===== config.mk =====
export PLATFORM = sky130hd
export DESIGN_NAME = pkd_packed_add
export DESIGN_NICKNAME = d
export VERILOG_FILES = /design/src/rtl/pkd_pkg.sv /design/src/rtl/pkd_byte_slice.sv /design/src/rtl/pkd_lane_clamp.sv /design/src/rtl/pkd_packed_add.sv
export SDC_FILE = /design/constraint.sdc
export NUM_CORES = 1
export LEC_CHECK = 0
export CORE_AREA = 8 8 131 133
export DETAILED_ROUTE_END_ITERATION = 6
export DIE_AREA = 0 0 139 141
export PLACE_DENSITY = 0.81
export SYNTH_ARGS = -nofsm -noshare
export SYNTH_HDL_FRONTEND = slang
export SYNTH_SLANG_ARGS = --single-unit

===== constraint.sdc =====
create_clock -name clk -period 2.48 [get_ports clk]
set_clock_uncertainty 0.1 [all_clocks]
set_input_delay 0.496 -clock clk [delete_from_list [all_inputs] [get_ports clk]]
set_output_delay 0.496 -clock clk [all_outputs]
set_load 0.01 [all_outputs]

===== src/rtl/pkd_pkg.sv =====
package pkd_pkg;

   typedef enum logic [1:0] {
      LSZ_B8   = 2'd0,
      LSZ_W16  = 2'd1,
      LSZ_D32  = 2'd2,
      LSZ_D32X = 2'd3
   } lane_sz_e;

   typedef enum logic [1:0] {
      OVF_WRAP = 2'd0,
      OVF_SSAT = 2'd1,
      OVF_USAT = 2'd2,
      OVF_RSVD = 2'd3
   } ovf_mode_e;

   localparam int unsigned SLICE_W = 8;

endpackage


===== src/rtl/pkd_byte_slice.sv =====
module pkd_byte_slice
   import pkd_pkg::*;
(
   input  logic [SLICE_W-1:0] a_i,
   input  logic [SLICE_W-1:0] b_i,
   input  logic               cin_i,
   output logic [SLICE_W-1:0] s_o,
   output logic               cout_o,
   output logic               cmsb_o
);
   localparam int unsigned MSB = SLICE_W - 1;

   logic [MSB:0] low_sum;

   always_comb begin
      low_sum = {1'b0, a_i[MSB-1:0]} + {1'b0, b_i[MSB-1:0]} + {{MSB{1'b0}}, cin_i};
      cmsb_o  = low_sum[MSB];
      s_o     = {a_i[MSB] ^ b_i[MSB] ^ low_sum[MSB], low_sum[MSB-1:0]};
      cout_o  = (a_i[MSB] & b_i[MSB]) | (a_i[MSB] & low_sum[MSB]) | (b_i[MSB] & low_sum[MSB]);
   end
endmodule


===== src/rtl/pkd_lane_clamp.sv =====
module pkd_lane_clamp
   import pkd_pkg::*;
(
   input  logic [SLICE_W-1:0] raw_i,
   input  logic               sat_s_i,
   input  logic               sat_u_i,
   input  logic               top_ovs_i,
   input  logic               top_cout_i,
   input  logic               top_neg_i,
   input  logic               is_top_i,
   output logic [SLICE_W-1:0] q_o
);
   always_comb begin
      if (sat_u_i && top_cout_i) begin
         q_o = '1;
      end else if (sat_s_i && top_ovs_i) begin
         if (is_top_i) q_o = top_neg_i ? {1'b1, {(SLICE_W-1){1'b0}}} : {1'b0, {(SLICE_W-1){1'b1}}};
         else          q_o = top_neg_i ? '0 : '1;
      end else begin
         q_o = raw_i;
      end
   end
endmodule


===== src/rtl/pkd_packed_add.sv =====
module pkd_packed_add
   import pkd_pkg::*;
#(
   parameter int unsigned NUM_BYTES = 8
) (
   input  logic                     clk,
   input  logic                     rst_n,
   input  logic                     vld_i,
   input  logic [1:0]               lane_sz_i,
   input  logic [1:0]               mode_i,
   input  logic [NUM_BYTES*8-1:0]   dst_i,
   input  logic [NUM_BYTES*8-1:0]   src_i,
   output logic                     vld_o,
   output logic [NUM_BYTES*8-1:0]   sum_o,
   output logic                     cfg_err_o
);
   localparam int unsigned DATA_W = NUM_BYTES * SLICE_W;

   if (NUM_BYTES % 4 != 0 || NUM_BYTES == 0) begin : g_bad_width
      $error("pkd_packed_add: NUM_BYTES must be a nonzero multiple of 4");
   end

   logic sz8, sz16, sz32;
   logic sat_s, sat_u, illegal;

   always_comb begin
      sz8     = (lane_sz_i == LSZ_B8);
      sz16    = (lane_sz_i == LSZ_W16);
      sz32    = lane_sz_i[1];
      illegal = sz32 && ((mode_i == OVF_SSAT) || (mode_i == OVF_USAT));
      sat_s   = (mode_i == OVF_SSAT) && !sz32;
      sat_u   = (mode_i == OVF_USAT) && !sz32;
   end

   logic [NUM_BYTES-1:0] cin, cout, cmsb, ovs;
   logic [DATA_W-1:0]    raw, clamped;

   for (genvar i = 0; i < NUM_BYTES; i++) begin : g_slice
      localparam bit   AT_W16 = (i % 2) == 0;
      localparam bit   AT_D32 = (i % 4) == 0;
      localparam int   T16    = i | 1;
      localparam int   T32    = i | 3;

      if (i == 0) begin : g_first
         assign cin[i] = 1'b0;
      end else begin : g_link
         logic cut;
         assign cut    = sz8 | (sz16 & AT_W16) | AT_D32;
         assign cin[i] = cut ? 1'b0 : cout[i-1];
      end

      pkd_byte_slice u_slice (
         .a_i    (dst_i[i*SLICE_W +: SLICE_W]),
         .b_i    (src_i[i*SLICE_W +: SLICE_W]),
         .cin_i  (cin[i]),
         .s_o    (raw[i*SLICE_W +: SLICE_W]),
         .cout_o (cout[i]),
         .cmsb_o (cmsb[i])
      );

      assign ovs[i] = cmsb[i] ^ cout[i];

      logic t_ovs, t_cout, t_neg, t_top;
      always_comb begin
         if (sz8) begin
            t_ovs  = ovs[i];
            t_cout = cout[i];
            t_neg  = dst_i[i*SLICE_W + SLICE_W-1];
            t_top  = 1'b1;
         end else if (sz16) begin
            t_ovs  = ovs[T16];
            t_cout = cout[T16];
            t_neg  = dst_i[T16*SLICE_W + SLICE_W-1];
            t_top  = (i == T16);
         end else begin
            t_ovs  = ovs[T32];
            t_cout = cout[T32];
            t_neg  = dst_i[T32*SLICE_W + SLICE_W-1];
            t_top  = (i == T32);
         end
      end

      pkd_lane_clamp u_clamp (
         .raw_i      (raw[i*SLICE_W +: SLICE_W]),
         .sat_s_i    (sat_s),
         .sat_u_i    (sat_u),
         .top_ovs_i  (t_ovs),
         .top_cout_i (t_cout),
         .top_neg_i  (t_neg),
         .is_top_i   (t_top),
         .q_o        (clamped[i*SLICE_W +: SLICE_W])
      );
   end

   always_ff @(posedge clk or negedge rst_n) begin
      if (!rst_n) begin
         vld_o     <= 1'b0;
         cfg_err_o <= 1'b0;
         sum_o     <= '0;
      end else begin
         vld_o     <= vld_i;
         cfg_err_o <= vld_i & illegal;
         if (vld_i) sum_o <= clamped;
      end
   end
endmodule


# After elaboration in Yosys (flattened, before gate mapping)
# Index checks and enable logic that the tools add are counted.
# Widths: inputs -> output; s select.
[classes]
addsub = 14
mux = 69
n_reduce_logical = 22
n_bitwise = 66
n_eq_ne = 3
[op_table]
columns = ["op", "n"]
rows = [
  ["$mux 8", 36],
  ["$add 7x7->8", 8],
  ["$add 8x1->8", 6],
  ["$mux 1", 33],
  ["$and 1x1->1", 25],
  ["$xor 1x1->1", 24],
  ["$logic_and 1x1->1", 19],
  ["$or 1x1->1", 17],
  ["$eq 2x1->1 const B", 2],
  ["$eq 2x2->1 const B", 1],
  ["$logic_not 2->1", 1],
  ["$logic_not 1->1", 1],
  ["$logic_or 1x1->1", 1],
]
[word_totals]
reg_bits = 66
out_inout_bits = 66
wordCells = 177

# Logic depth before layout (Yosys ltp)
[depth]
word_depth = 25
mapped_depth = 32
ltp_nobuf = 31

# By module
# From an unflattened synthesis, not the netlist that was laid out.
[unflattened]
cells_unflattened = 748
hier_area_um2 = 6779.0
[modules_own_cells]
columns = ["module", "cells_per_inst", "instances", "area_per_inst_um2"]
rows = [
  ["pkd_packed_add", 210, 1, 2864.0],
  ["pkd_byte_slice at g_slice[0].u_slice ...", 42, 7, 334.1],
  ["pkd_lane_clamp", 25, 8, 155.1],
  ["pkd_byte_slice at g_slice[2].u_slice", 44, 1, 335.3],
]

# Least setup slack after synthesis
# No wires, ideal clock.
[synth_timing]
kind = "input-to-reg"
from = "input dst_i[2]"
to = "register sum_o[16]"
path_buffers = 1
cell_stages = 32
path_slack_ns = -5.063
t_arrival_ns = 7.321
setup_ns = 0.123
cell_sequence = "ha_1 -> o211ai_1 -> o211ai_1 -> a21o_1 -> fa_1 -> nor2b_1 -> fa_1 -> a211oi_1 -> o21a_1 -> o21ai_1 -> fa_1 -> inv_1 -> nor2_1 -> fa_1 -> a21o_1 -> o21ai_1 -> a32oi_2 -> fa_1 -> o21ai_0 -> fa_1 -> nor2b_1 -> o2111ai_2 -> a21oi_2 -> or2_2 -> fa_1 -> clkbuf_1 -> nor2_1 -> a22oi_1 -> o21ai_0 -> a211oi_2 -> a21o_1 -> o221a_2"
[synth_via]
elab_chain_cells = 24
word_cells_on_any_way = 31
[synth_rtl]
columns = ["item", "line", "text"]
rows = [
  ["start, declared", "pkd_packed_add.sv:11", "input logic [NUM_BYTES*8-1:0] dst_i,"],
  ["$add 7x7->8 (*)", "pkd_byte_slice.sv:16", "low_sum = {1'b0, a_i[MSB-1:0]} + {1'b0, b_i[MSB-1:0]} + {{MSB{1'b0}}, cin_i};"],
  ["$and 1x1->1", "pkd_byte_slice.sv:19", "cout_o = (a_i[MSB] & b_i[MSB]) | (a_i[MSB] & low_sum[MSB]) | (b_i[MSB] & low_sum[MSB]);"],
  ["$or 1x1->1", "pkd_byte_slice.sv:19", ""],
  ["$or 1x1->1 (*)", "pkd_byte_slice.sv:19", ""],
  ["$mux 1 (*)", "pkd_packed_add.sv:49", "assign cin[i] = cut ? 1'b0 : cout[i-1];"],
  ["$add 8x1->8 (*)", "pkd_byte_slice.sv:16", ""],
  ["$and 1x1->1", "pkd_byte_slice.sv:19", ""],
  ["$or 1x1->1", "pkd_byte_slice.sv:19", ""],
  ["[7 not listed]", "-", ""],
  ["$add 8x1->8", "pkd_byte_slice.sv:16", ""],
  ["$and 1x1->1", "pkd_byte_slice.sv:19", ""],
  ["$or 1x1->1 (2 in series)", "pkd_byte_slice.sv:19", ""],
  ["$xor 1x1->1", "pkd_packed_add.sv:61", "assign ovs[i] = cmsb[i] ^ cout[i];"],
  ["$mux 1", "pkd_packed_add.sv:65", "if (sz8) begin"],
  ["$logic_and 1x1->1", "pkd_lane_clamp.sv:16", "end else if (sat_s_i && top_ovs_i) begin"],
  ["$mux 8", "pkd_lane_clamp.sv:16", ""],
  ["$mux 8 (*)", "pkd_lane_clamp.sv:14", "if (sat_u_i && top_cout_i) begin"],
  ["end signal, assigned", "pkd_packed_add.sv:103", "if (vld_i) sum_o <= clamped;"],
  ["end, declared", "pkd_packed_add.sv:14", "output logic [NUM_BYTES*8-1:0] sum_o,"],
]
# Mark *: on every way between the ends. The rest lies on a longest branch, timed or not.
# A chain may end at the register's enable or synchronous reset.

# Worst setup path in the final report
[layout_timing]
from = "input src_i[2]"
to = "register sum_o[16]"
[layout_via]
elab_chain_cells = 24
word_cells_on_any_way = 31
[layout_rtl]
columns = ["item", "line", "text"]
rows = [
  ["start, declared", "pkd_packed_add.sv:12", "input logic [NUM_BYTES*8-1:0] src_i,"],
  ["$add 7x7->8 (*)", "pkd_byte_slice.sv:16", ""],
  ["$and 1x1->1", "pkd_byte_slice.sv:19", ""],
  ["$or 1x1->1", "pkd_byte_slice.sv:19", ""],
  ["$or 1x1->1 (*)", "pkd_byte_slice.sv:19", ""],
  ["$mux 1 (*)", "pkd_packed_add.sv:49", ""],
  ["$add 8x1->8 (*)", "pkd_byte_slice.sv:16", ""],
  ["$and 1x1->1", "pkd_byte_slice.sv:19", ""],
  ["$or 1x1->1", "pkd_byte_slice.sv:19", ""],
  ["[7 not listed]", "-", ""],
  ["$add 8x1->8", "pkd_byte_slice.sv:16", ""],
  ["$and 1x1->1", "pkd_byte_slice.sv:19", ""],
  ["$or 1x1->1 (2 in series)", "pkd_byte_slice.sv:19", ""],
  ["$xor 1x1->1", "pkd_packed_add.sv:61", ""],
  ["$mux 1", "pkd_packed_add.sv:65", ""],
  ["$logic_and 1x1->1", "pkd_lane_clamp.sv:16", ""],
  ["$mux 8", "pkd_lane_clamp.sv:16", ""],
  ["$mux 8 (*)", "pkd_lane_clamp.sv:14", ""],
]
# Marks and branches as above.

==> impl_results.md <==
- Standard-cell rows: 45
- Switching Power: 1.93 mW
- Post-Synthesis Cells: 612
- WP buf/inv: 3
- R2R Setup Slk: 1.54 ns
- Final min period: 6.71 ns
- Number of nets in the finished design: 1272
- Kind of start point of the critical path: primary input
- DRT antenna net count: 0
- Sequential fraction of the synthesis area: 28.0%
- CP max FO: 7
- Clock latency of the later-clocked register in the worst-skew pair: 0.35 ns
- Highest clock rate: 149 MHz
- Die H: 141 µm
- Relative contribution of sequential cells to total power: 24.6%
- Critical path capture point type: flip-flop
- Final non-filler cell area: 0.0111 mm²
- Share of synthesized registers carrying an async set or reset: 100%
- Number of warnings printed during yosys synthesis: 0
- Commonest non-fill, non-tap cell in the layout: sky130_fd_sc_hd__buf_4
- Die width: 139 µm
- Maximum number of pins on one net before global-route repair: 67
- Global routing usage on met3: 6.35%
- Initial Util: 39.4%
- Leakage power figure: 4.90 nW
- Number of enable-type register cells in the synthesized netlist: 0
- Final GP Congestion: 0.846
- Count of vias placed by the detailed router: 6842
- Post-place instance area: 0.00967 mm²
- Cell count along the critical path: 32
- HP Class: in2async
- Cell count of the worst reg-to-reg path: 2
- DR WL/cell: 19.6 µm
- Required time of the critical path: 2.62 ns
- Total area of multi-input combinational cells: 0.00477 mm²
- Pins over their slew limit: 0
- Syn_nets: 823
- Relative slew margins: 38.6%
- DP Wirelength: 16900 µm
- Pin slew with the least headroom to its limit: 0.921 ns
- Filler Cells Inserted: 983
- Distinct cell type count after synthesis: 77
- RR Endpoint: sum_o[54]
- Wirelength, routed: 24600 µm
- Primary FF master, synth: sky130_fd_sc_hd__dfrtp_1
- Via count of the first global-routing pass: 7705
- Cell at the root of the clock tree: sky130_fd_sc_hd__clkbuf_16
- Final Hold Fails: 0
- Reg area: 0.00165 mm²
- DR pass1 iterations: 4
- Critical path start-end classification: in2reg
- H-tree lvl count: 3
- Worst voltage drop across the vdd grid: 396 µV
- Top-level I/O count: 201
- Clk sink count: 66
- M1 GR Usage: 27.0%
- Cell family with the largest share of critical-path delay: compound AO/OA/AOI/OAI gates
- Routed vias/inst: 5.45
- Share of total power in the clock network: 26.7%
- Switching share of power: 33.1%
- Cell Area, Synth: 0.00591 mm²
- Slowest stage cell on the critical path: sky130_fd_sc_hd__fa_2
- Gr busiest metal: met2
- DRC: 0
- RSZ-0062 raised after global routing: true
- Status: finished, violations left
- Area added between synthesis and finish: 88.4%
- Die Outline Area: 0.0196 mm²
- Met2 track demand over resource: 46.0%
- Top library cells by usage in the layout, fill and taps aside: sky130_fd_sc_hd__buf_4, sky130_fd_sc_hd__clkdlybuf4s50_1, sky130_fd_sc_hd__dfrtp_1, sky130_fd_sc_hd__buf_6, sky130_fd_sc_hd__nor2_1
- Tot GR Track Use: 25.3%
- Post-synthesis register bit count: 66
- Least setup slack across all paths after layout: -4.23 ns
- Critical Path Start: src_i[2]
- Start of the worst register-to-register path: sum_o[54]
- CP dominant cell by count: sky130_fd_sc_hd__fa_2
- Combinational cell fraction of total power: 48.8%
- CTS Buf Count: 9
- Violated checks: negative setup slack
- Global-route wire length before repair: 39900 µm
- Worst endpoint data arrival time: 6.84 ns
- Clock-pin slew of the registers on the worst-case setup and hold paths: 0.06 ns
- Max-cap violations: 0
- Biggest cell delay along the critical path: 0.40 ns
- Core Footprint: 0.0150 mm²
- Global route total overflow: 0
- Syn Area/Cell: 9.65 µm²
- Capturing element of the worst setup path: sum_o[16]
- DR iter-0 viols: 393
- Clock tree from TritonCTS: done
- Initial antenna violation count: 2
- Final setup violating endpoints: 64
- Pwr per Cell Area: 525 mW/mm²
- Fraction of final layout cells sized beyond drive strength 1: 40.9%
- Final worst path period share: 270%
- Number of buffers on the longest clock path: 2
- Input/output buffers: 200
- Internal Pwr Total: 3.91 mW
- Placement Setup Slack: -5.21 ns
-- flip-flops by register name, summed over array words and instances (netlist names) --
| signal | flops |
|---|---|
| sum_o | 64 |
| cfg_err_o | 1 |
| vld_o | 1 |
-- area by class of cell --
class | count | share of cell area (%)
clock inverter | 7 | 1.12
inverter | 31 | 1.07
antenna | 1 | 0.0225
clock buffer | 9 | 2.02
tap | 188 | 2.11
multi-input combinational | 500 | 42.8
sequential | 66 | 14.8
timing repair buffer | 453 | 36.0
-- kinds of logic (layout without fill, tap and decap cells) --
logic type | Yosys count | count (layout) | share of synthesized area (%)
AO/OA/AOI/OAI | 223 | 224 | 28.9
AND/OR/NAND/NOR | 151 | 151 | 13.3
adder cells (fa/ha/maj) | 76 | 76 | 18.9
flip-flops | 66 | 66 | 28.0
buffers and inverters | 47 | 500 | 3.07
XOR/XNOR | 31 | 31 | 4.60
multiplexers | 18 | 18 | 3.28
other | 0 | 1 | 0
-- routing by layer --
layer | up-vias | routed length (µm)
met5 | - | 13
met4 | 2 | 937
met3 | 66 | 1540
met2 | 243 | 12600
met1 | 3317 | 9470
li1 | 3214 | -
-- Yosys cell counts, types with 7 or more instances --
cell | instances | share of area (%)
sky130_fd_sc_hd__dfrtp_1 | 66 | 28
sky130_fd_sc_hd__ha_1 | 54 | 11
sky130_fd_sc_hd__nor2_1 | 45 | 2.9
sky130_fd_sc_hd__a21oi_1 | 42 | 3.6
sky130_fd_sc_hd__o21ai_0 | 30 | 2.5
sky130_fd_sc_hd__inv_1 | 29 | 1.8
sky130_fd_sc_hd__o22a_1 | 28 | 4.2
sky130_fd_sc_hd__nand2_1 | 25 | 1.6
sky130_fd_sc_hd__fa_1 | 22 | 7.5
sky130_fd_sc_hd__xnor2_1 | 18 | 2.7
sky130_fd_sc_hd__nor3_1 | 16 | 1.4
sky130_fd_sc_hd__a21o_1 | 15 | 1.9
sky130_fd_sc_hd__a311oi_1 | 14 | 2.1
sky130_fd_sc_hd__mux2i_1 | 14 | 2.4
sky130_fd_sc_hd__o21a_1 | 14 | 1.8
sky130_fd_sc_hd__xor2_1 | 13 | 1.9
sky130_fd_sc_hd__clkbuf_1 | 11 | 0.70
sky130_fd_sc_hd__nor2b_1 | 11 | 1.2
sky130_fd_sc_hd__a31oi_1 | 8 | 0.85
sky130_fd_sc_hd__nand3_1 | 8 | 0.68
sky130_fd_sc_hd__o211ai_1 | 8 | 1.0
sky130_fd_sc_hd__o221a_2 | 7 | 1.3
-- worst reg2reg max path: cells and delay by family (launching register included) --
family	cells	cell delay, ns
flip-flops	1	0.37
AO/OA/AOI/OAI	1	0.29
AND/OR/NAND/NOR	1	0.07
-- power groups by stage --
stage / registers, mW / clock network, mW / logic [mW]
floorplan: 1.52 / 0 / 1.00
global placement: 1.44 / 0 / 2.32
detailed placement: 1.44 / 0 / 2.39
CTS: 1.43 / 1.57 / 2.77
global route: 1.46 / 1.61 / 3.06
finish: 1.43 / 1.56 / 2.85
-- worst min-delay path by stage --
stage	start	endpoint	slack, ns	depth (start not counted)
5_1_grt	rst_n	sum_o[46]	0.25	1
6_report	rst_n	sum_o[41]	0.16	1
3_3_place_gp	sum_o[27]	sum_o[27]	0.38	1
3_5_place_dp	sum_o[32]	sum_o[32]	0.39	1
4_1_cts	rst_n	sum_o[43]	0.20	1
2_1_floorplan	rst_n	cfg_err_o	0.10	0
-- timing repair --
| item | CTS | global route |
|---|---|---|
| endpoints found under the setup margin | 64 | 64 |
| buffers inserted | 100 | 13 |
| resized for setup | 203 | 45 |
| pin swaps | 80 | 27 |
| hold buffers | 0 | 0 |
| gates cloned | 1 | 0 |
-- per-stage QoR --
stage | instances | total power [mW] | utilization (%) | hold WS (ns) | TNS, ns
5_1_grt | 1255 | 6.13 | 74.3 | 0.252 | -191.85
3_5_place_dp | 1168 | 3.83 | 64.6 | 0.387 | -234.26
4_1_cts | 1271 | 5.76 | 74.1 | 0.205 | -192.37
2_1_floorplan | 612 | 2.52 | - | 0.100 | -191.55
3_3_place_gp | 1168 | 3.77 | 64.6 | 0.383 | -229.38
6_report | 1255 | 5.84 | 74.3 | 0.160 | -179.26
No activity file was read; power rests on OpenSTA's default activity.
